===== config.mk =====
export PLATFORM = sky130hd
export DESIGN_NAME = redop_count
export DESIGN_NICKNAME = d
export VERILOG_FILES = /design/src/rtl/redop_pkg.sv /design/src/rtl/redop_terms.sv /design/src/rtl/redop_csa.sv /design/src/rtl/redop_tree.sv /design/src/rtl/redop_lane.sv /design/src/rtl/redop_count.sv
export SDC_FILE = /design/constraint.sdc
export NUM_CORES = 1
export LEC_CHECK = 0
export CAP_MARGIN = 30
export CORE_ASPECT_RATIO = 1.1
export CORE_MARGIN = 2
export CORE_UTILIZATION = 60
export DETAILED_ROUTE_END_ITERATION = 10
export GPL_ROUTABILITY_DRIVEN = 0
export PLACE_DENSITY = 0.88
export SLEW_MARGIN = 20
export SYNTH_ARGS = -nofsm -noshare
export SYNTH_HDL_FRONTEND = slang
export SYNTH_SLANG_ARGS = --single-unit

===== constraint.sdc =====
create_clock -name clk -period 16.3 [get_ports clk]
set_clock_uncertainty 0.1 [all_clocks]
set_input_delay 2.445 -clock clk [delete_from_list [all_inputs] [get_ports clk]]
set_output_delay 2.445 -clock clk [all_outputs]
set_load 0.02 [all_outputs]

===== src/rtl/redop_pkg.sv =====
// Shared sizing for the reduction operation counter.
// Assumes the count width is at least 2 bits.
package redop_pkg;

    localparam int CNT_W_DEF = 7;
    localparam int SEL_W_DEF = 5;

    // Operand count remaining after one layer of 3:2 compression.
    function automatic int csa_next(input int m);
        return (m / 3) * 2 + (m % 3);
    endfunction

    // Operand count at a given layer of the tree.
    function automatic int csa_count_at(input int n, input int layer);
        int m;
        m = n;
        for (int l = 0; l < layer; l++) m = csa_next(m);
        return m;
    endfunction

    // Number of layers needed to bring n operands down to two.
    function automatic int csa_layers(input int n);
        int m;
        int lv;
        m  = n;
        lv = 0;
        while (m > 2) begin
            m  = csa_next(m);
            lv = lv + 1;
        end
        return lv;
    endfunction

endpackage


===== src/rtl/redop_terms.sv =====
// Builds the biased, shifted terms (n + 2^k - 1) >> (k+1) for k = 0..CNT_W-1.
// Assumes n is unsigned; there is one term per count bit, and terms whose
// bias reaches the count come out as zero.
module redop_terms #(
    parameter int CNT_W = 7
) (
    input  logic [CNT_W-1:0]            cnt,
    output logic [CNT_W-1:0][CNT_W-1:0] terms
);
    localparam int EXT_W = CNT_W + 1;

    for (genvar k = 0; k < CNT_W; k++) begin : g_term
        localparam logic [EXT_W-1:0] BIAS = EXT_W'((1 << k) - 1);
        logic [EXT_W-1:0] biased;
        // Add the bias for this term, then drop k+1 low bits.
        always_comb begin
            biased   = {1'b0, cnt} + BIAS;
            terms[k] = CNT_W'(biased >> (k + 1));
        end
    end
endmodule


===== src/rtl/redop_csa.sv =====
// One 3:2 carry-save compressor of width W; sums are taken modulo 2^W.
// Assumes W >= 2.
module redop_csa #(
    parameter int W = 7
) (
    input  logic [W-1:0] a,
    input  logic [W-1:0] b,
    input  logic [W-1:0] c,
    output logic [W-1:0] sum,
    output logic [W-1:0] carry
);
    logic [W-1:0] maj;
    // Bitwise sum and majority, with the majority moved up one place.
    always_comb begin
        sum   = a ^ b ^ c;
        maj   = (a & b) | (a & c) | (b & c);
        carry = {maj[W-2:0], 1'b0};
    end
endmodule


===== src/rtl/redop_tree.sv =====
// Adds N operands of width W: layers of 3:2 compressors bring them down to two,
// and one carry-propagate adder finishes. The result is modulo 2^W.
// Assumes N >= 2.
module redop_tree #(
    parameter int N = 7,
    parameter int W = 7
) (
    input  logic [N-1:0][W-1:0] ops,
    output logic [W-1:0]        total
);
    import redop_pkg::*;

    localparam int LAYERS = csa_layers(N);

    logic [W-1:0] lvl [0:LAYERS][0:N-1];

    for (genvar e = 0; e < N; e++) begin : g_in
        assign lvl[0][e] = ops[e];
    end

    for (genvar gl = 0; gl < LAYERS; gl++) begin : g_layer
        localparam int M    = csa_count_at(N, gl);
        localparam int GRP  = M / 3;
        localparam int REM  = M % 3;
        localparam int NEXT = csa_next(M);

        for (genvar g = 0; g < GRP; g++) begin : g_grp
            redop_csa #(.W(W)) i_csa (
                .a    (lvl[gl][3*g]),
                .b    (lvl[gl][3*g+1]),
                .c    (lvl[gl][3*g+2]),
                .sum  (lvl[gl+1][2*g]),
                .carry(lvl[gl+1][2*g+1])
            );
        end
        for (genvar r = 0; r < REM; r++) begin : g_pass
            assign lvl[gl+1][2*GRP+r] = lvl[gl][3*GRP+r];
        end
        for (genvar z = NEXT; z < N; z++) begin : g_zero
            assign lvl[gl+1][z] = '0;
        end
    end

    // Final carry-propagate addition of the two remaining operands.
    always_comb total = lvl[LAYERS][0] + lvl[LAYERS][1];
endmodule


===== src/rtl/redop_lane.sv =====
// One counting lane: term generation followed by the compressor tree.
// Purely combinational; any register stage lives in the caller.
module redop_lane #(
    parameter int CNT_W = 7
) (
    input  logic [CNT_W-1:0] cnt,
    output logic [CNT_W-1:0] ops
);
    logic [CNT_W-1:0][CNT_W-1:0] terms;

    redop_terms #(.CNT_W(CNT_W)) i_terms (
        .cnt  (cnt),
        .terms(terms)
    );

    redop_tree #(.N(CNT_W), .W(CNT_W)) i_tree (
        .ops  (terms),
        .total(ops)
    );
endmodule


===== src/rtl/redop_count.sv =====
// Reduction operation count calculator. Picks the element count (vector
// length when reg_sel is zero, otherwise reg_value), then computes the tree
// reduction operation count for it and for the maximum length.
// OUT_REG=1 gives a one-cycle registered result; OUT_REG=0 is combinational.
// Reset is synchronous and active low.
module redop_count #(
    parameter int CNT_W   = redop_pkg::CNT_W_DEF,
    parameter int SEL_W   = redop_pkg::SEL_W_DEF,
    parameter int OUT_REG = 1
) (
    input  logic             clk,
    input  logic             rst_n,
    input  logic             in_valid,
    input  logic [SEL_W-1:0] reg_sel,
    input  logic [CNT_W-1:0] reg_value,
    input  logic [CNT_W-1:0] cur_vlen,
    input  logic [CNT_W-1:0] cur_maxlen,
    output logic             out_valid,
    output logic [CNT_W-1:0] op_count,
    output logic [CNT_W-1:0] op_count_max
);
    logic [CNT_W-1:0] cnt_sel;
    logic [CNT_W-1:0] ops_sel;
    logic [CNT_W-1:0] ops_max;

    // Choose the element count source.
    always_comb cnt_sel = (reg_sel == '0) ? cur_vlen : reg_value;

    redop_lane #(.CNT_W(CNT_W)) i_lane_sel (
        .cnt(cnt_sel),
        .ops(ops_sel)
    );

    redop_lane #(.CNT_W(CNT_W)) i_lane_max (
        .cnt(cur_maxlen),
        .ops(ops_max)
    );

    if (OUT_REG != 0) begin : g_reg
        // Capture results on a request and hold them otherwise.
        always_ff @(posedge clk) begin
            if (!rst_n) begin
                out_valid    <= 1'b0;
                op_count     <= '0;
                op_count_max <= '0;
            end else begin
                out_valid <= in_valid;
                if (in_valid) begin
                    op_count     <= ops_sel;
                    op_count_max <= ops_max;
                end
            end
        end
    end else begin : g_comb
        // Pass results straight through.
        always_comb begin
            out_valid    = in_valid;
            op_count     = ops_sel;
            op_count_max = ops_max;
        end
    end
endmodule


Word-level counts from Yosys, hierarchy flattened

Cells that the tools add are included.

Register bits after elaboration: 15
Logic and storage cells: 89
Input port bits: 29
Latch bits: 0
Bits in writable memories: 0
Output and inout bits: 15
Memories: 0
Memory bits (read-only): 0

Bitwise gates (word level): 70
$add $sub $neg: 14
Equality and inequality tests: 0
Divide/modulo/power cells: 0
Order comparisons: 0
Shift operators: 0
Multipliers: 0
Reductions and logical operators: 1
Multiplexer cells: 1

Operators by type and width:

| cell                                                           | count |
|---|---|
| 6-bit OR                                                       | 18 |
| 6-bit bitwise AND                                              | 12 |
| 7-bit bitwise XOR                                              | 8 |
| 6-bit by 1-bit bitwise AND with 6-bit output                   | 4 |
| 6-bit by 4-bit bitwise AND with 6-bit output                   | 4 |
| 6-bit by 5-bit bitwise AND with 6-bit output                   | 4 |
| 7-bit by 1-bit adder with 8-bit output (second input constant) | 2 |
| 7-bit by 2-bit adder with 8-bit output (second input constant) | 2 |
| 7-bit by 3-bit adder with 8-bit output (second input constant) | 2 |
| 7-bit by 4-bit adder with 8-bit output (second input constant) | 2 |
| 7-bit by 5-bit adder with 8-bit output (second input constant) | 2 |
| 7-bit by 6-bit adder with 8-bit output (second input constant) | 2 |
| 7-bit adder                                                    | 2 |
| 7-bit by 1-bit bitwise XOR with 7-bit output                   | 2 |
| 7-bit by 4-bit bitwise XOR with 7-bit output                   | 2 |
| 6-bit by 3-bit OR with 6-bit output                            | 2 |
| 6-bit by 5-bit bitwise XOR with 6-bit output                   | 2 |
| 6-bit bitwise XOR                                              | 2 |
| 4-bit by 2-bit bitwise AND with 4-bit output                   | 2 |
| 4-bit by 3-bit bitwise AND with 4-bit output                   | 2 |
| 4-bit by 2-bit bitwise XOR with 4-bit output                   | 2 |
| 4-bit by 3-bit bitwise XOR with 4-bit output                   | 2 |
| 7-bit two-way mux                                              | 1 |
| 3-bit by 2-bit bitwise AND with 3-bit output                   | 2 |
| 5-bit logical NOT                                              | 1 |

Depth between registers and ports, before layout

Depth in word-level cells: 16
Depth in mapped cells: 18
Gate-level depth less buffers: 17

Hierarchy

From an unflattened synthesis, not the netlist that was laid out.

Cell total of the unflattened synthesis: 358
Area, all modules: 3764.9 sq um

By module, submodules not included:

| module      | instances | area each (sq um) | sequential area each (sq um) | cells an instance |
|---|---|---|---|---|
| redop_csa   | 10        | 155.1             | 0.0                          | 9 |
| redop_terms | 2         | 494.2             | 0.0                          | 73 |
| redop_count | 1         | 684.4             | 300.3                        | 56 |
| redop_tree  | 2         | 270.3             | 0.0                          | 33 |

Worst setup path before layout

No wires, ideal clock.

Path kind: input-to-reg
From: input port reg_sel[2]
To: register op_count[6]
Required time: 16067 ps
Buffers on the path: 0
Stages on the path: 15
Setup time: 133 ps
Setup slack: 9252 ps
Arrival time: 6815 ps
Cell sequence: or4_4 > nor2_8 > mux2i_1 > inv_1 > xnor2_1 > fa_1 > fa_1 > fa_1 > ha_1 > ha_1 > a31oi_1 > o21bai_1 > a21o_1 > xnor2_1 > a21oi_1

Word-level cells in the longest chain between the ends: 16
Elaborated cells on any way between the ends: 44
Classes of those cells: add/sub: 7; mux: 1; bitwise: 35; reduce/logical: 1

Ends and longest elaborated chain:

| element                                                                                          | line              | text |
|---|---|---|
| start: declaration                                                                               | redop_count.sv:14 | `input logic [SEL_W-1:0] reg_sel,` |
| 5-bit logical NOT (*)                                                                            | redop_count.sv:27 | `always_comb cnt_sel = (reg_sel == '0) ? cur_vlen : reg_value;` |
| 7-bit two-way mux (*)                                                                            | redop_count.sv:27 |  |
| 7-bit by 1-bit adder with 8-bit output or 7-bit by 2-bit adder with 8-bit output (tied branches) | redop_terms.sv:17 | `biased = {1'b0, cnt} + BIAS;` |
| 6-bit bitwise AND or 6-bit by 5-bit bitwise AND with 6-bit output (tied branches)                | redop_csa.sv:16   | `maj = (a & b) \| (a & c) \| (b & c);` |
| 6-bit OR (2 in a row)                                                                            | redop_csa.sv:16   |  |
| 6-bit bitwise AND                                                                                | redop_csa.sv:16   |  |
| 6-bit OR (2 in a row)                                                                            | redop_csa.sv:16   |  |
| 6-bit bitwise AND                                                                                | redop_csa.sv:16   |  |
| 6-bit OR (2 in a row)                                                                            | redop_csa.sv:16   |  |
| 6-bit bitwise AND                                                                                | redop_csa.sv:16   |  |
| 6-bit OR (2 in a row)                                                                            | redop_csa.sv:16   |  |
| 7-bit adder (*)                                                                                  | redop_tree.sv:45  | `always_comb total = lvl[LAYERS][0] + lvl[LAYERS][1];` |
| end signal: assignment                                                                           | redop_count.sv:49 | `op_count <= ops_sel;` |
| end: declaration                                                                                 | redop_count.sv:19 | `output logic [CNT_W-1:0] op_count,` |

Mark *: on every way between the ends. The rest lies on a longest branch, timed or not.
A chain may end at the register's enable or synchronous reset.

Worst setup path after layout

Same ends and word-level chain as after synthesis.

==> flow_summary.json <==
{
  "cts_tree": "built",
  "die_y_um": 75.2,
  "status": "finished, final reports clean",
  "htreeDepth": 1,
  "numPortBuffers": 43,
  "tightest_slew_ns": 0.886,
  "synth_top_area_cell": "fa_1",
  "pin_count": 44,
  "fin_crit_ns": 7.78,
  "rows": 25,
  "vias": 2305,
  "rrSetupSlack_ns": 15.52,
  "cts_sinks": 15,
  "seqCellArea_um2": 300,
  "synthesis.nets": 407,
  "p_leak_nw": 1.41,
  "yosysWarnings": 0,
  "die_w_um": 68.7,
  "final_common_cell": "clkdlybuf4s50_1",
  "grt_max_degree": 20,
  "drt-wirelength-per-cell_um": 14.4,
  "yosys-top-cells-area": "fa_1 18%, ha_1 14%, dfxtp_1 11%",
  "r2r_start": "op_count_max[6]",
  "ys_seq_area_share_pct": 10.9,
  "synth-main-ff-cell": "dfxtp_1",
  "track_usage_pct": 23.9,
  "start_util_pct": 63.2,
  "endpoint": "op_count[6]",
  "max_freq_ghz": 0.129,
  "final_cell_mix": "43 x clkdlybuf4s50_1, 32 x inv_1, 30 x xnor2_1, 30 x ha_1, 25 x fa_1",
  "cp-startpoint": "reg_sel[2]",
  "antenna_left": 0,
  "multiInputGateArea_mm2": 0.00226,
  "hpwl_um": 4710,
  "maxSlewViolCount": 0,
  "clk_pin_slew_ns": 0.06,
  "first_pass_iters": 5,
  "cts_setup_buffers": 0,
  "end_kind": "flip-flop",
  "drt_wl_total_um": 5840,
  "numCtsBuffers": 3,
  "drv_cap": 0,
  "placed_area_mm2": 0.00318,
  "syn_avg_cell_area_um2": 8.56,
  "critPathMaxFanout": 18,
  "slew_headroom_pct": 40.8,
  "die_area_mm2": 0.00517,
  "min_period_over_period_pct": 47.7,
  "cp.arrival_ns": 7.76,
  "setup_viol": 0,
  "vias_per_cell": 5.69,
  "clock_latency_ns": 0.24,
  "grt_pass1_wl_um": 9670,
  "drc": 0,
  "ys_types": 49,
  "synth_top_area_share_pct": 18.1,
  "p_per_area_mw_per_mm2": 111,
  "cts_root_buf": "clkbuf_8",
  "hold_class": "reg -> reg",
  "holdBufCountCts": 0,
  "hold_viol": 0,
  "worst_r2r_endpoint": "op_count_max[6]",
  "rsz0062_at_grt": "no",
  "worstPathRequired_ns": 16.29,
  "ys_ff_latch": 15,
  "antenna_found_initial": 0,
  "synthArstFlopShare_pct": 0,
  "overflow": 0,
  "critPathKind": "in -> reg",
  "nets": 436,
  "final.setup.tns_ns": 0,
  "n_antenna_cell": 0,
  "rr_worst_depth": 2,
  "drtIter0Drc": 250,
  "grt_pass1_vias": 2211,
  "syn_area_mm2": 0.00277,
  "core_area_mm2": 0.00438,
  "finalInstanceArea_mm2": 0.00322,
  "synth_cells": 323,
  "vdd_ir_drop_max_mv": 0.130,
  "nFillCells": 343,
  "startpoint_type": "primary input",
  "syn_to_final_growth_pct": 16.5,
  "clock_path_buffers": 2,
  "final_layout_size_suffix_gt1_share_pct": 3.13,
  "synth_edf_count": 0,
  "cts_resized": 0
}
## synth_stat cells (all sizes together), types with 3 or more instances
master  number
inv         32
ha          30
xnor2       30
fa          25
nand2       22
mux2i       19
nor2        18
dfxtp       15
o21ai       15
clkbuf      14
nor2b       12
a21oi       11
nand3       11
xor2         6
a31oi        5
buf          5
nor3         5
a21o         4
or3          4
a41oi        3
nand2b       3
nor4         3
o211ai       3
or2          3
## power breakdown
| part | leakage, nW | internal, mW | switching, mW |
|---|---|---|---|
| registers | 0.124 | 0.0498 | 0.00603 |
| clock network | 0.0228 | 0.0173 | 0.0121 |
| logic | 1.26 | 0.132 | 0.141 |
## cell type report
| cell class | count | share of cell area [%] |
|---|---|---|
| clock buffers | 4 | 1.40 |
| inverters | 32 | 3.73 |
| multi-input cells | 257 | 70.1 |
| flip-flops and latches | 15 | 9.32 |
| well taps | 54 | 2.10 |
| repair buffers | 43 | 13.4 |
## worst max-delay path, stage by stage
cell and delay (ns):
clkdlybuf4s50_1 0.40, or4_4 0.59, nor2_8 0.27, mux2i_1 0.62, inv_1 0.23, xnor2_1 0.25
fa_1 0.47, fa_1 0.52, fa_1 0.50, ha_1 0.29, ha_1 0.33, a31oi_1 0.31
o21bai_1 0.11, a21o_1 0.19, xnor2_1 0.15, a21oi_1 0.08
## metrics by stage
step | setup slack [ns] | hold slack, ns | instances | power [mW] | util, %
CTS | 8.51 | 0.387 | 405 | 0.362 | 73.6
floorplan | 9.25 | 0.490 | 323 | 0.249 | -
global placement | 8.51 | 0.369 | 401 | 0.315 | 72.5
global route | 8.22 | 0.410 | 405 | 0.395 | 73.6
finish | 8.52 | 0.385 | 405 | 0.358 | 73.6
detailed placement | 8.27 | 0.369 | 401 | 0.328 | 72.5
## worst min-delay path by stage
stage / from / endpoint / slack (ns) / cells after the start
detailed placement: op_count_max[3] / op_count_max[3] / 0.37 / 1
floorplan: op_count[4] / op_count[4] / 0.49 / 2
global placement: op_count_max[3] / op_count_max[3] / 0.37 / 1
CTS: op_count_max[3] / op_count_max[3] / 0.39 / 1
finish: op_count[3] / op_count[3] / 0.38 / 1
global route: op_count[3] / op_count[3] / 0.41 / 1
## per-layer routing
metal | part of all wire [%] | track usage (%) | wire (um) | vias up
met5 | 0 | 0 | 0 | -
met4 | 0.34 | 4.79 | 20 | 0
met3 | 6.3 | 2.54 | 369 | 5
met2 | 47 | 39.0 | 2750 | 79
met1 | 46 | 34.5 | 2700 | 1070
li1 | - | - | - | 1151
## sequential cells by signal, indices dropped and copies added (netlist names)
register,count
op_count,7
out_valid,1
op_count_max,7
## cell families (layout without fill, tap and decap cells)
family / Yosys count / after routing / synth area share, %
xor+xnor: 36 / 36 / 11.4
flops: 15 / 15 / 10.9
simple gates: 89 / 89 / 16.6
buf+inv: 51 / 79 / 7.51
compound gates: 56 / 56 / 13.5
fa+ha+maj: 55 / 55 / 31.7
mux: 21 / 21 / 8.41
Note: power is estimated with default switching activity, not from simulation.
